--- config.mk ---
export PLATFORM = sky130hd
export DESIGN_NAME = pbx_channel
export DESIGN_NICKNAME = d
export VERILOG_FILES = /design/src/rtl/pbx_pkg.sv /design/src/rtl/pbx_regs.sv /design/src/rtl/pbx_seq.sv /design/src/rtl/pbx_data.sv /design/src/rtl/pbx_channel.sv
export SDC_FILE = /design/constraint.sdc
export NUM_CORES = 1
export LEC_CHECK = 0
export ABC_CLOCK_PERIOD_IN_PS = 2300
export CORE_MARGIN = 8
export CORE_UTILIZATION = 30
export DETAILED_ROUTE_END_ITERATION = 6
export PLACE_DENSITY_LB_ADDON = 0.15
export SYNTH_ARGS = -nofsm -noshare
export SYNTH_HDL_FRONTEND = slang
export SYNTH_SLANG_ARGS = --single-unit
--- constraint.sdc ---
create_clock -name clk -period 2.3 [get_ports clk]
set_input_delay 0.23 -clock clk [delete_from_list [all_inputs] [get_ports clk]]
set_output_delay 0.23 -clock clk [all_outputs]
set_load 0.005 [all_outputs]
--- src/rtl/pbx_pkg.sv ---
package pbx_pkg;

    typedef enum logic [1:0] {
        SEL_PTR  = 2'd0,
        SEL_CNT  = 2'd1,
        SEL_IEN  = 2'd2,
        SEL_IDIS = 2'd3
    } reg_sel_e;

    typedef struct packed {
        logic issue;   // a request is launched at this edge
        logic done;    // the outstanding request is acknowledged at this edge
    } seq_evt_t;

    function automatic int unsigned step_bytes(input int unsigned data_bits);
        return (data_bits + 7) / 8;
    endfunction

endpackage

--- src/rtl/pbx_regs.sv ---
module pbx_regs
    import pbx_pkg::*;
#(
    parameter int ADDR_W = 32,
    parameter int CNT_W  = 16,
    parameter int DATA_W = 8,
    parameter int REG_W  = 32
) (
    input  logic              clk,
    input  logic              rst,
    input  logic              reg_wr,
    input  reg_sel_e          reg_sel,
    input  logic [REG_W-1:0]  reg_wdata,
    input  seq_evt_t          evt,
    output logic [ADDR_W-1:0] ptr,
    output logic [CNT_W-1:0]  cnt,
    output logic              end_flag,
    output logic              irq_en
);
    localparam logic [ADDR_W-1:0] STEP = ADDR_W'(step_bytes(DATA_W));
    localparam logic [CNT_W-1:0]  ONE  = CNT_W'(1);

    logic cnt_nz;
    assign cnt_nz = (cnt != '0);

    always_ff @(posedge clk) begin
        if (rst) begin
            ptr      <= '0;
            cnt      <= '0;
            end_flag <= 1'b1;
            irq_en   <= 1'b0;
        end else begin
            // transfer update; register writes below take precedence
            if (evt.done && cnt_nz) begin
                ptr <= ptr + STEP;
                cnt <= cnt - ONE;
                if (cnt == ONE) end_flag <= 1'b1;
            end
            if (reg_wr) begin
                unique case (reg_sel)
                    SEL_PTR: ptr <= reg_wdata[ADDR_W-1:0];
                    SEL_CNT: begin
                        cnt      <= reg_wdata[CNT_W-1:0];
                        end_flag <= (reg_wdata[CNT_W-1:0] == '0);
                    end
                    SEL_IEN:  irq_en <= 1'b1;
                    SEL_IDIS: irq_en <= 1'b0;
                    default:  ;
                endcase
            end
        end
    end

endmodule

--- src/rtl/pbx_seq.sv ---
module pbx_seq
    import pbx_pkg::*;
(
    input  logic     clk,
    input  logic     rst,
    input  logic     cnt_nz,
    input  logic     ready,
    input  logic     ack,
    output seq_evt_t evt,
    output logic     req,
    output logic     strobe
);
    logic armed;

    always_comb begin
        evt.issue = !req && !strobe && cnt_nz && ready && armed;
        evt.done  = req && ack;
    end

    always_ff @(posedge clk) begin
        if (rst) begin
            req    <= 1'b0;
            strobe <= 1'b0;
            armed  <= 1'b1;
        end else begin
            strobe <= 1'b0;
            if (!ready) armed <= 1'b1;
            if (evt.issue) begin
                req   <= 1'b1;
                armed <= 1'b0;
            end
            if (evt.done) begin
                req    <= 1'b0;
                strobe <= 1'b1;
            end
        end
    end

endmodule

--- src/rtl/pbx_data.sv ---
module pbx_data
    import pbx_pkg::*;
#(
    parameter int DATA_W = 8,
    parameter bit IS_TX  = 1'b0
) (
    input  logic              clk,
    input  logic              rst,
    input  seq_evt_t          evt,
    input  logic [DATA_W-1:0] periph_rdata,
    input  logic [DATA_W-1:0] mem_rdata,
    output logic [DATA_W-1:0] mem_wdata,
    output logic [DATA_W-1:0] periph_wdata
);
    logic [DATA_W-1:0] hold_q;

    generate
        if (IS_TX) begin : g_tx
            logic unused_rx;
            assign unused_rx = ^periph_rdata;
            always_ff @(posedge clk) begin
                if (rst)           hold_q <= '0;
                else if (evt.done) hold_q <= mem_rdata;
            end
            assign periph_wdata = hold_q;
            assign mem_wdata    = '0;
        end else begin : g_rx
            logic unused_tx;
            assign unused_tx = ^mem_rdata;
            always_ff @(posedge clk) begin
                if (rst)            hold_q <= '0;
                else if (evt.issue) hold_q <= periph_rdata;
            end
            assign mem_wdata    = hold_q;
            assign periph_wdata = '0;
        end
    endgenerate

endmodule

--- src/rtl/pbx_channel.sv ---
module pbx_channel
    import pbx_pkg::*;
#(
    parameter int ADDR_W = 32,
    parameter int CNT_W  = 16,
    parameter int DATA_W = 8,
    parameter int REG_W  = 32,
    parameter bit IS_TX  = 1'b0
) (
    input  logic              clk,
    input  logic              rst,
    input  logic              reg_wr,
    input  logic [1:0]        reg_sel,
    input  logic [REG_W-1:0]  reg_wdata,
    output logic [ADDR_W-1:0] ptr_o,
    output logic [CNT_W-1:0]  cnt_o,
    output logic              end_o,
    output logic              irq_o,
    input  logic              ready,
    input  logic [DATA_W-1:0] periph_rdata,
    output logic [DATA_W-1:0] periph_wdata,
    output logic              periph_strobe,
    output logic              mem_req,
    output logic              mem_we,
    output logic [ADDR_W-1:0] mem_addr,
    output logic [DATA_W-1:0] mem_wdata,
    input  logic [DATA_W-1:0] mem_rdata,
    input  logic              mem_ack
);
    seq_evt_t evt;
    logic     irq_en;
    logic     end_flag;

    pbx_regs #(
        .ADDR_W(ADDR_W), .CNT_W(CNT_W), .DATA_W(DATA_W), .REG_W(REG_W)
    ) u_regs (
        .clk       (clk),
        .rst       (rst),
        .reg_wr    (reg_wr),
        .reg_sel   (reg_sel_e'(reg_sel)),
        .reg_wdata (reg_wdata),
        .evt       (evt),
        .ptr       (ptr_o),
        .cnt       (cnt_o),
        .end_flag  (end_flag),
        .irq_en    (irq_en)
    );

    pbx_seq u_seq (
        .clk    (clk),
        .rst    (rst),
        .cnt_nz (cnt_o != '0),
        .ready  (ready),
        .ack    (mem_ack),
        .evt    (evt),
        .req    (mem_req),
        .strobe (periph_strobe)
    );

    pbx_data #(.DATA_W(DATA_W), .IS_TX(IS_TX)) u_data (
        .clk          (clk),
        .rst          (rst),
        .evt          (evt),
        .periph_rdata (periph_rdata),
        .mem_rdata    (mem_rdata),
        .mem_wdata    (mem_wdata),
        .periph_wdata (periph_wdata)
    );

    assign mem_addr = ptr_o;
    assign mem_we   = !IS_TX;
    assign end_o    = end_flag;
    assign irq_o    = end_flag & irq_en;

endmodule

# [Word level (Yosys, flattened, before mapping)]
# Cells that the tools add are included.
[word_totals] in_bits=55 word_cells=44 reg_bits=61 output_inout_bits=101
[classes] n_eq_ne=5 n_bitwise=1 add_sub_neg=2 reduce_logical=14 mux=14
[op_table] op="32-bit 2-to-1 mux" count=3
[op_table] op="16-bit 2-to-1 mux" count=3
[op_table] op="32-bit by 1-bit adder with 32-bit output, second input constant" count=1
[op_table] op="16-bit by 1-bit equality test with 1-bit output, second input constant" count=1
[op_table] op="16-bit logical NOT" count=1
[op_table] op="16-bit nonzero test" count=1
[op_table] op="16-bit by 1-bit subtractor with 16-bit output, second input constant" count=1
[op_table] op="1-bit 2-to-1 mux" count=7
[op_table] op="1-bit logical AND" count=6
[op_table] op="2-bit equality test, second input constant" count=2
[op_table] op="2-bit by 1-bit equality test with 1-bit output, second input constant" count=1
[op_table] op="1-bit logical NOT" count=2
[op_table] op="2-bit logical NOT" count=1
[op_table] op="2-bit by 1-bit inequality test with 1-bit output, second input constant" count=1
[op_table] op="1-bit one-hot mux with 2 select lines" count=1
[op_table] op="2-bit AND reduction" count=1
[op_table] op="2-bit nonzero test" count=1
[op_table] op="2-bit OR reduction" count=1
[op_table] op="1-bit AND" count=1

# [Depth between registers and ports, before layout]
# Gate-level depths: netlist of the first run.
[depth] ltp_word=6 mapped_depth=9 ltp_nobuf=7

# [By module]
# Synthesis of the first run repeated with hierarchy kept, for this count alone.
[hier_totals] hier_cells=436 area_unflattened_um2=3653.5
[by_module_without_submodules] module="pbx_regs" area_per_inst_um2=2896.5 seq_area_each_um2=1001.0 instances=1 cells_each=349
[by_module_without_submodules] module="pbx_data" area_per_inst_um2=349.1 seq_area_each_um2=160.2 instances=1 cells_each=35
[by_module_without_submodules] module="pbx_channel" area_per_inst_um2=289.0 seq_area_each_um2=0.0 instances=1 cells_each=40
[by_module_without_submodules] module="pbx_seq" area_per_inst_um2=118.9 seq_area_each_um2=60.1 instances=1 cells_each=12

# [Worst setup path after synthesis of the first run]
# Ideal clock, no wire load.
[synth_timing] path_type="register -> register" from="register u_regs.cnt[0]" to="register u_regs.cnt[10]" required_time_ns=2.214 arrival_ns=1.932 slack_ns=0.282 stages_incl_launch_ff=10 n_path_buf=2 setup_time_ns=0.086 synth_period_minus_slack_ns=2.018 cell_sequence="dfxtp_1 inv_1 ha_1 nor3b_1 and4_1 buf_2 buf_2 nor4_1 xnor2_1 a211oi_1"
[synth_via] elab_chain_cells=5 elab_cells_between_ends=6 classes_between="add/sub (1); mux (3); reduce/logical (2)"
[synth_rtl] element="start, declared" line="pbx_regs.sv:16" text="output logic [CNT_W-1:0] cnt,"
[synth_rtl] element="start signal, assigned" line="pbx_regs.sv:36" text="cnt <= cnt - ONE;"
[synth_rtl] element="start signal, assigned" line="pbx_regs.sv:43" text="cnt <= reg_wdata[CNT_W-1:0];"
[synth_rtl] element="parallel branches: the longest is 2 deep, another holds 16-bit by 1-bit subtractor with 16-bit output"
[synth_rtl] element="16-bit 2-to-1 mux (*)" line="pbx_regs.sv:34" text="if (evt.done && cnt_nz) begin"
[synth_rtl] element="16-bit 2-to-1 mux" line="pbx_regs.sv:40" text="unique case (reg_sel)"
[synth_rtl] element="16-bit 2-to-1 mux (*)" line="pbx_regs.sv:39" text="if (reg_wr) begin"
# Mark *: on every way between the ends.
# A chain may end at the register's enable or synchronous reset.

# [Worst setup path in the final report of the first run]
[layout_timing] from="register u_regs.cnt[0]" to="register u_regs.ptr[19]"
[layout_via] elab_chain_cells=5
[layout_rtl] element="16-bit nonzero test (*)" line="pbx_regs.sv:24" text="assign cnt_nz = (cnt != '0);"
[layout_rtl] element="1-bit logical AND (*)" line="pbx_regs.sv:34"
[layout_rtl] element="32-bit 2-to-1 mux (*)" line="pbx_regs.sv:34"
[layout_rtl] element="32-bit 2-to-1 mux" line="pbx_regs.sv:40"
[layout_rtl] element="32-bit 2-to-1 mux (*)" line="pbx_regs.sv:39"
[layout_rtl] element="end signal, assigned" line="pbx_regs.sv:35" text="ptr <= ptr + STEP;"
[layout_rtl] element="end signal, assigned" line="pbx_regs.sv:41" text="SEL_PTR: ptr <= reg_wdata[ADDR_W-1:0];"
[layout_rtl] element="end, declared" line="pbx_regs.sv:15" text="output logic [ADDR_W-1:0] ptr,"
# Mark *: on every way between the ends. The rest lies on a longest branch, timed or not.

==> metrics.txt, run 1 <==
# TYPE chip_impl_metric gauge
chip_impl_info{name="outcome",value="complete, no violations"} 1
chip_impl_metric{name="worst_ep_arrival_time",unit="ns"} 2.24
chip_impl_metric{name="placed_cell_count",unit=""} 672
chip_impl_metric{name="initial_antenna_violation_count",unit=""} 0
chip_impl_info{name="worstHoldStart",value="rst"} 1
chip_impl_metric{name="initial_core_utilization",unit="%"} 30.3
chip_impl_info{name="holdCritPathClass",value="primary input to flip-flop"} 1
chip_impl_metric{name="r2r_cells",unit=""} 8
chip_impl_metric{name="fin_crit_sh",unit="%"} 87.3
chip_impl_info{name="netlist_top_cells_area",value="dfxtp_1 34%, a211oi_1 8.8%, buf_4 8.6%"} 1
chip_impl_info{name="crit_type",value="flip-flop to flip-flop"} 1
chip_impl_metric{name="pre_cts_ws",unit="ns"} 0.0835
chip_impl_metric{name="die_height",unit="microns"} 126
chip_impl_metric{name="cts.repair.resized",unit=""} 0
chip_impl_metric{name="fin_setup_tns",unit="ns"} 0
chip_impl_metric{name="multi_input_area",unit="sq um"} 1970
chip_impl_metric{name="fin_worst_skew",unit="ns"} 0.00400
chip_impl_metric{name="power_density",unit="nW/um^2"} 638
chip_impl_metric{name="globalRoute.totalOverflow",unit=""} 0
chip_impl_metric{name="htree_levels",unit=""} 3
chip_impl_info{name="cts_root_buffer",value="clkbuf_16"} 1
chip_impl_metric{name="synthesis.instances",unit=""} 421
chip_impl_metric{name="first_pass_grt_wire_length",unit="mm"} 18.9
chip_impl_metric{name="nets",unit=""} 595
chip_impl_metric{name="diodes",unit=""} 0
chip_impl_metric{name="synth_seq_area_share",unit="%"} 33.9
chip_impl_metric{name="cts_sinks",unit=""} 61
chip_impl_metric{name="die-area",unit="sq um"} 15800
chip_impl_info{name="hold_end",value="u_regs.cnt[3]"} 1
chip_impl_metric{name="core_region_area",unit="sq um"} 11900
chip_impl_info{name="rsz_0062_raised_after_global_routing",value="no"} 1
chip_impl_metric{name="place_congestion",unit=""} 0.775
chip_impl_metric{name="crit_required",unit="ns"} 2.53
chip_impl_info{name="cts_tree",value="yes"} 1
chip_impl_metric{name="via_total_after_detailed_routing",unit=""} 3452
chip_impl_metric{name="layout-drive-gt1-share",unit="%"} 10.7
chip_impl_metric{name="layout.cell_area.non_filler",unit="sq um"} 5320
chip_impl_metric{name="cts.clk_slew.worst_paths",unit="ns"} 0.05
chip_impl_info{name="path_delay_family",value="simple AND/OR/NAND/NOR gates"} 1
chip_impl_metric{name="post_synth_num_cell_types",unit=""} 40
chip_impl_info{name="critical_path.reg2reg.startpoint",value="u_regs.cnt[0]"} 1
chip_impl_metric{name="setup_viol",unit=""} 0
chip_impl_metric{name="finalMaxSlewViolations",unit=""} 0
chip_impl_metric{name="fmax",unit="MHz"} 498
chip_impl_metric{name="cts_hold_buf",unit=""} 0
chip_impl_metric{name="grt_max_degree",unit=""} 65
chip_impl_metric{name="gr-usage-all-layers",unit="%"} 14.7
chip_impl_metric{name="first_global_vias",unit=""} 3530
chip_impl_metric{name="synth_async_sr_flop_share",unit="%"} 0
chip_impl_metric{name="numCtsBuffers",unit=""} 9
chip_impl_info{name="synthDominantAreaCellType",value="dfxtp_1"} 1
chip_impl_metric{name="routed_wire_length_per_instance",unit="microns"} 16.8
chip_impl_metric{name="max_cap_viol_count",unit=""} 0
chip_impl_metric{name="insertion_delay",unit="ns"} 0.32
chip_impl_metric{name="antenna_violating_nets_post_route",unit=""} 0
chip_impl_metric{name="place.detailed.hpwl",unit="mm"} 8.63
chip_impl_metric{name="nFillCells",unit=""} 1221
chip_impl_metric{name="detail_route.drc_violations",unit=""} 0
chip_impl_metric{name="slowest_delay",unit="ns"} 0.34
chip_impl_metric{name="placed_area",unit="sq um"} 5030
chip_impl_metric{name="via_per_inst",unit=""} 5.02
chip_impl_metric{name="dieWidth",unit="microns"} 126
chip_impl_metric{name="finish.cell_count_without_fillers",unit=""} 688
chip_impl_metric{name="number_of_port_buffers",unit=""} 138
chip_impl_metric{name="cts_setup_buffers",unit=""} 0
chip_impl_metric{name="utilization",unit="%"} 44.9
chip_impl_metric{name="number_of_hold_slack_violations_in_the_final_timing_report",unit=""} 0
chip_impl_metric{name="worstHoldPathCells",unit=""} 2
chip_impl_metric{name="ys_ff_latch",unit=""} 61
chip_impl_metric{name="power",unit="mW"} 3.39
chip_impl_metric{name="synth.cell_area",unit="sq um"} 3600
chip_impl_info{name="worst_r2r_endpoint",value="u_regs.ptr[19]"} 1
chip_impl_metric{name="initialDrtViolationCount",unit=""} 213
chip_impl_metric{name="post-synth-top-area-fraction",unit="%"} 33.9
chip_impl_metric{name="min_cycle_time_layout",unit="ns"} 2.01
chip_impl_metric{name="critical_path_buf_inv_count",unit=""} 2
chip_impl_metric{name="layout_setup_ws",unit="ns"} 0.292
chip_impl_metric{name="fp-row-count",unit=""} 40
chip_impl_metric{name="postSynthAreaPerCell",unit="sq um"} 8.55
chip_impl_metric{name="synth_enable_flop_cells",unit=""} 0
chip_impl_metric{name="drt_wl_total",unit="mm"} 11.6
chip_impl_metric{name="static-leakage-power",unit="nW"} 1.82
chip_impl_metric{name="top_level_ports",unit=""} 156
chip_impl_metric{name="dr.pass1.iters",unit=""} 5
chip_impl_metric{name="areaGrowthSynthToFinish",unit="%"} 47.8
chip_impl_info{name="synth_top_flop_cell",value="dfxtp_1"} 1
chip_impl_metric{name="worst-path-max-fanout",unit=""} 28
chip_impl_info{name="critical_path.startpoint_type",value="flip-flop"} 1
chip_impl_metric{name="yosysWarnings",unit=""} 0
chip_impl_metric{name="finalHoldWorstSlack",unit="ns"} 0.433
chip_impl_info{name="worstPathCellList",value="inv_1, ha_1, nor3b_1, and4_2, buf_12, nor4_1, xnor2_1, a211oi_1"} 1
chip_impl_metric{name="area.sequential",unit="sq um"} 1220
chip_impl_info{name="cpMaxStageDelayCell",value="nor4_1"} 1
chip_impl_info{name="synth_top_cells_by_count",value="61 x dfxtp_1, 61 x nor2_1, 42 x a211oi_1"} 1
chip_impl_metric{name="peakVddDrop",unit="uV"} 352
chip_impl_metric{name="clock_path_buffers",unit=""} 2
chip_impl_info{name="critPathCaptureType",value="flip-flop"} 1
chip_impl_metric{name="worst-r2r-setup-slack",unit="ns"} 0.29
cell usage in the layout, fill, tap and decap left out, drive strengths merged:
| cell type | instances |
|---|---|
| clkdlybuf4s50 | 137 |
| nor2 | 61 |
| dfxtp | 61 |
| a211oi | 42 |
| xnor2 | 32 |
| buf | 28 |
| nor4 | 25 |
| nand4 | 18 |
| nor3 | 15 |
| nand3 | 13 |
| clkbuf | 11 |
| xor2 | 10 |
| nand2 | 10 |
| mux2i | 9 |
| conb | 9 |
| or3 | 8 |
| o21ai | 5 |
| a311oi | 5 |
| inv | 4 |
| nand3b | 4 |
| a21oi | 4 |
| ha | 4 |
| clkinv | 4 |
| and4 | 4 |
| nor4b | 4 |
| o31ai | 3 |
| and2 | 2 |
| and3 | 2 |
| or4 | 2 |
| nor3b | 1 |
| and3b | 1 |
| or3b | 1 |
| nand2b | 1 |
| bufinv | 1 |
how the worst max path moves through the flow:
stage                         startpoint              to  slack, ns  depth (start not counted)
after detailed placement         mem_ack  u_regs.ptr[22]       0.08                          7
after global placement           mem_ack  u_regs.ptr[18]       0.09                          7
after global routing       u_regs.cnt[0]  u_regs.ptr[19]       0.06                          8
after floorplan            u_regs.cnt[0]  u_regs.cnt[10]       0.28                          9
after CTS                 u_regs.ptr[19]  u_regs.ptr[31]       0.28                          6
final                      u_regs.cnt[0]  u_regs.ptr[19]       0.29                          8
registers in the layout (all words and copies together), names as in the netlist:
signal / flops
u_data.mem_wdata: 8
u_regs.irq_en: 1
u_regs.cnt: 16
u_seq.strobe: 1
u_seq.req: 1
u_seq.armed: 1
u_regs.ptr: 32
u_regs.end_flag: 1
cell families after synthesis:
| kind of cell | after synthesis | share of synthesized area, % |
|---|---|---|
| AND/OR/NAND/NOR | 172 | 27.7 |
| buffers and inverters | 72 | 12.2 |
| flip-flops | 61 | 33.9 |
| AO/OA/AOI/OAI | 59 | 11.9 |
| XOR/XNOR | 42 | 10.2 |
| multiplexers | 9 | 2.50 |
| adder cells (fa/ha/maj) | 4 | 1.39 |
| other | 2 | 0.209 |
layer usage:
layer | global-route usage (%) | routed length, microns | part of all wire (%) | up-vias
li1 | - | - | - | 1708
met1 | 18.1 | 5420 | 47 | 1603
met2 | 23.5 | 5050 | 44 | 131
met3 | 5.74 | 947 | 8.2 | 10
met4 | 3.58 | 139 | 1.2 | 0
met5 | 0 | 0 | 0 | -
power breakdown:
group / switching [mW] / internal, mW
Combinational: 0.371 / 0.459
Sequential: 0.0859 / 1.14
Clock: 0.480 / 0.860
cell type report:
cell class / instances / share of cell area, %
multi-input combinational: 295 / 37.0
timing repair buffer: 165 / 30.8
sequential: 61 / 22.9
clock buffer: 11 / 4.56
tap: 147 / 3.46
clock inverter: 5 / 0.941
inverter: 4 / 0.282
Note: power is estimated with default switching activity, not from simulation.
==> run 2, diff against run 1 <==
SYNTH_HIERARCHICAL = 1   (was default)
==> metrics.txt, run 2 <==
# TYPE chip_impl_metric gauge
chip_impl_info{name="outcome",value="complete, no violations"} 1
chip_impl_metric{name="peakVddDrop",unit="uV"} 438
chip_impl_metric{name="die_height",unit="microns"} 126
chip_impl_metric{name="dr.pass1.iters",unit=""} 4
chip_impl_metric{name="nets",unit=""} 602
chip_impl_metric{name="first_pass_grt_wire_length",unit="mm"} 19.1
chip_impl_metric{name="globalRoute.totalOverflow",unit=""} 0
chip_impl_info{name="cts_root_buffer",value="clkbuf_16"} 1
chip_impl_metric{name="fin_crit_sh",unit="%"} 92.4
chip_impl_metric{name="min_cycle_time_layout",unit="ns"} 2.12
chip_impl_info{name="worstHoldStart",value="u_seq/armed"} 1
chip_impl_metric{name="layout-drive-gt1-share",unit="%"} 9.12
chip_impl_metric{name="synth_seq_area_share",unit="%"} 33.4
chip_impl_metric{name="synth_enable_flop_cells",unit=""} 0
chip_impl_metric{name="yosysWarnings",unit=""} 6
chip_impl_info{name="netlist_top_cells_area",value="dfxtp_1 33%, buf_4 8.6%, xnor2_1 6.0%"} 1
chip_impl_info{name="most_repeated_cell_in_the_gate_level_netlist_after_synthesis",value="dfxtp_1"} 1
chip_impl_metric{name="clock_path_buffers",unit=""} 2
chip_impl_metric{name="numCtsBuffers",unit=""} 9
chip_impl_metric{name="grt_max_degree",unit=""} 66
chip_impl_metric{name="cts_hold_buf",unit=""} 0
chip_impl_metric{name="synthesis.instances",unit=""} 436
chip_impl_info{name="synth_top_cells_by_count",value="61 x dfxtp_1, 42 x buf_4, 41 x nor2_1"} 1
chip_impl_metric{name="fin_worst_skew",unit="ns"} 0.00917
chip_impl_metric{name="cts_sinks",unit=""} 61
chip_impl_metric{name="post-synth-top-area-fraction",unit="%"} 33.4
chip_impl_metric{name="ys_ff_latch",unit=""} 61
chip_impl_metric{name="synth_async_sr_flop_share",unit="%"} 0
chip_impl_metric{name="place_congestion",unit=""} 0.836
chip_impl_metric{name="number_of_port_buffers",unit=""} 138
chip_impl_metric{name="static-leakage-power",unit="nW"} 1.79
chip_impl_metric{name="fmax",unit="MHz"} 471
chip_impl_metric{name="dieWidth",unit="microns"} 126
chip_impl_metric{name="pre_cts_ws",unit="ns"} 0.0923
chip_impl_metric{name="core_region_area",unit="sq um"} 12000
chip_impl_metric{name="fin_setup_tns",unit="ns"} 0
chip_impl_metric{name="drt_wl_total",unit="mm"} 12.0
chip_impl_metric{name="die-area",unit="sq um"} 16000
chip_impl_metric{name="fp-row-count",unit=""} 40
chip_impl_metric{name="number_of_hold_slack_violations_in_the_final_timing_report",unit=""} 0
chip_impl_metric{name="areaGrowthSynthToFinish",unit="%"} 44.6
chip_impl_metric{name="initial_antenna_violation_count",unit=""} 0
chip_impl_metric{name="diodes",unit=""} 0
chip_impl_metric{name="setup_viol",unit=""} 0
chip_impl_metric{name="placed_cell_count",unit=""} 676
chip_impl_metric{name="routed_wire_length_per_instance",unit="microns"} 17.3
chip_impl_metric{name="detail_route.drc_violations",unit=""} 0
chip_impl_metric{name="nFillCells",unit=""} 1202
chip_impl_metric{name="initial_core_utilization",unit="%"} 30.5
chip_impl_metric{name="initialDrtViolationCount",unit=""} 178
chip_impl_metric{name="finalHoldWorstSlack",unit="ns"} 0.466
chip_impl_metric{name="worst-slew-pin-transition",unit="ns"} 0.649
chip_impl_info{name="crit_type",value="flip-flop to flip-flop"} 1
chip_impl_metric{name="gr-usage-all-layers",unit="%"} 14.8
chip_impl_info{name="worst_setup_path_startpoint",value="u_regs/cnt[1]"} 1
chip_impl_metric{name="timing.max_slew.rel_slack",unit="%"} 56.7
chip_impl_info{name="regMostFlops",value="u_regs/ptr"} 1
chip_impl_info{name="rsz_0062_raised_after_global_routing",value="no"} 1
chip_impl_metric{name="insertion_delay",unit="ns"} 0.33
chip_impl_metric{name="postSynthAreaPerCell",unit="sq um"} 8.38
chip_impl_info{name="holdCritPathClass",value="flip-flop to flip-flop"} 1
chip_impl_info{name="critPathCaptureType",value="flip-flop"} 1
chip_impl_metric{name="crit_required",unit="ns"} 2.55
chip_impl_metric{name="via_total_after_detailed_routing",unit=""} 3524
chip_impl_metric{name="antenna_violating_nets_post_route",unit=""} 0
chip_impl_metric{name="layout_setup_ws",unit="ns"} 0.176
chip_impl_metric{name="place.detailed.hpwl",unit="mm"} 9.05
chip_impl_metric{name="power_density",unit="nW/um^2"} 654
chip_impl_metric{name="max_cap_viol_count",unit=""} 0
chip_impl_metric{name="cts.clk_slew.worst_paths",unit="ns"} 0.06
chip_impl_metric{name="first_global_vias",unit=""} 3572
chip_impl_metric{name="top_level_ports",unit=""} 156
chip_impl_metric{name="via_per_inst",unit=""} 5.07
chip_impl_metric{name="finish.cell_count_without_fillers",unit=""} 695
chip_impl_info{name="synth_top_flop_cell",value="dfxtp_1"} 1
chip_impl_metric{name="worst-path-max-fanout",unit=""} 6
chip_impl_info{name="layout.cells.most_common_list",value="138 x clkdlybuf4s50_1, 60 x dfxtp_1, 41 x nor2_1"} 1
chip_impl_info{name="critical_path.startpoint_type",value="flip-flop"} 1
chip_impl_info{name="cts_tree",value="yes"} 1
chip_impl_metric{name="worst_ep_arrival_time",unit="ns"} 2.37
chip_impl_metric{name="multi_input_area",unit="sq um"} 2000
chip_impl_info{name="synthDominantAreaCellType",value="dfxtp_1"} 1
chip_impl_metric{name="area.sequential",unit="sq um"} 1220
chip_impl_metric{name="post_synth_num_cell_types",unit=""} 49
chip_impl_metric{name="htree_levels",unit=""} 3
chip_impl_metric{name="finalMaxSlewViolations",unit=""} 0
chip_impl_metric{name="worst-r2r-setup-slack",unit="ns"} 0.18
chip_impl_info{name="commonest_non_fill_non_tap_cell_in_the_layout",value="clkdlybuf4s50_1"} 1
chip_impl_metric{name="synth.cell_area",unit="sq um"} 3650
chip_impl_info{name="critical_path.reg2reg.startpoint",value="u_regs/cnt[1]"} 1
chip_impl_metric{name="largest_reg_flops",unit=""} 32
==> run 2: worst paths after layout <==
check	endpoint	depth (start not counted)
worst max-delay path	u_regs/ptr[31]	8
worst min-delay path	u_seq/armed	1
worst max register to register	u_regs/ptr[31]	8
worst min register to register	u_seq/armed	1
==> run 2: report_power, final <==
group | internal [mW] | switching (mW)
registers | 1.14 | 0.110
logic | 0.447 | 0.364
clock network | 0.854 | 0.542
==> run 2: final cells by class <==
cell class	count	share of cell area, %
clock buffer	9	4.26
clock inverter	7	1.49
inverter	10	0.711
multi-input combinational	305	38.0
sequential	61	23.1
tap	147	3.48
timing repair buffer	156	29.0
==> run 2: layer usage <==
| layer | GRT usage, % | vias up | share of wire, % |
|---|---|---|---|
| li1 | - | 1740 | - |
| met1 | 17.7 | 1659 | 44 |
| met2 | 24.8 | 116 | 48 |
| met3 | 5.19 | 9 | 7.3 |
| met4 | 3.33 | 0 | 0.89 |
| met5 | 0 | - | 0 |
==> run 2: repair_timing <==
item	in CTS	in global routing
resized for setup	0	2
buffers inserted	0	3
endpoints found under the setup margin	0	5
==> run 2: kinds of logic (layout without fill, tap and decap cells) <==
group / Yosys count / count (layout) / share of synthesized area (%)
AO/OA/AOI/OAI: 82 / 82 / 13.7
buffers and inverters: 77 / 182 / 12.6
XOR/XNOR: 39 / 39 / 9.35
AND/OR/NAND/NOR: 162 / 162 / 26.8
flip-flops: 61 / 61 / 33.4
other: 2 / 9 / 0.206
multiplexers: 9 / 9 / 2.47
adder cells (fa/ha/maj): 4 / 4 / 1.37
==> run 2: worst max-delay path, stage by stage (launching register included) <==
cell and delay, ns:
dfxtp_2 0.36, inv_1 0.08, ha_1 0.19, nor4b_1 0.14
buf_4 0.15, nand4_2 0.12, nand4_1 0.29, or4_1 0.55
a31oi_1 0.16
==> run 2: stage by stage <==
stage               utilization (%)  instance area [sq um]  total power, mW
finish                         44.2                   5280             3.45
CTS                            43.9                   5250             3.50
detailed placement             41.4                   4950             2.08
global placement               41.4                   4950             2.07
floorplan                         -                   3680             1.70
global route                   44.2                   5280             3.62
==> run 3, diff against run 2 <==
ABC_CLOCK_PERIOD_IN_PS = default   (was 2300)
SLEW_MARGIN = 20   (was default)
==> results of run 3 <==
No change in the layout: final DEF, timing and power equal those of run 2.
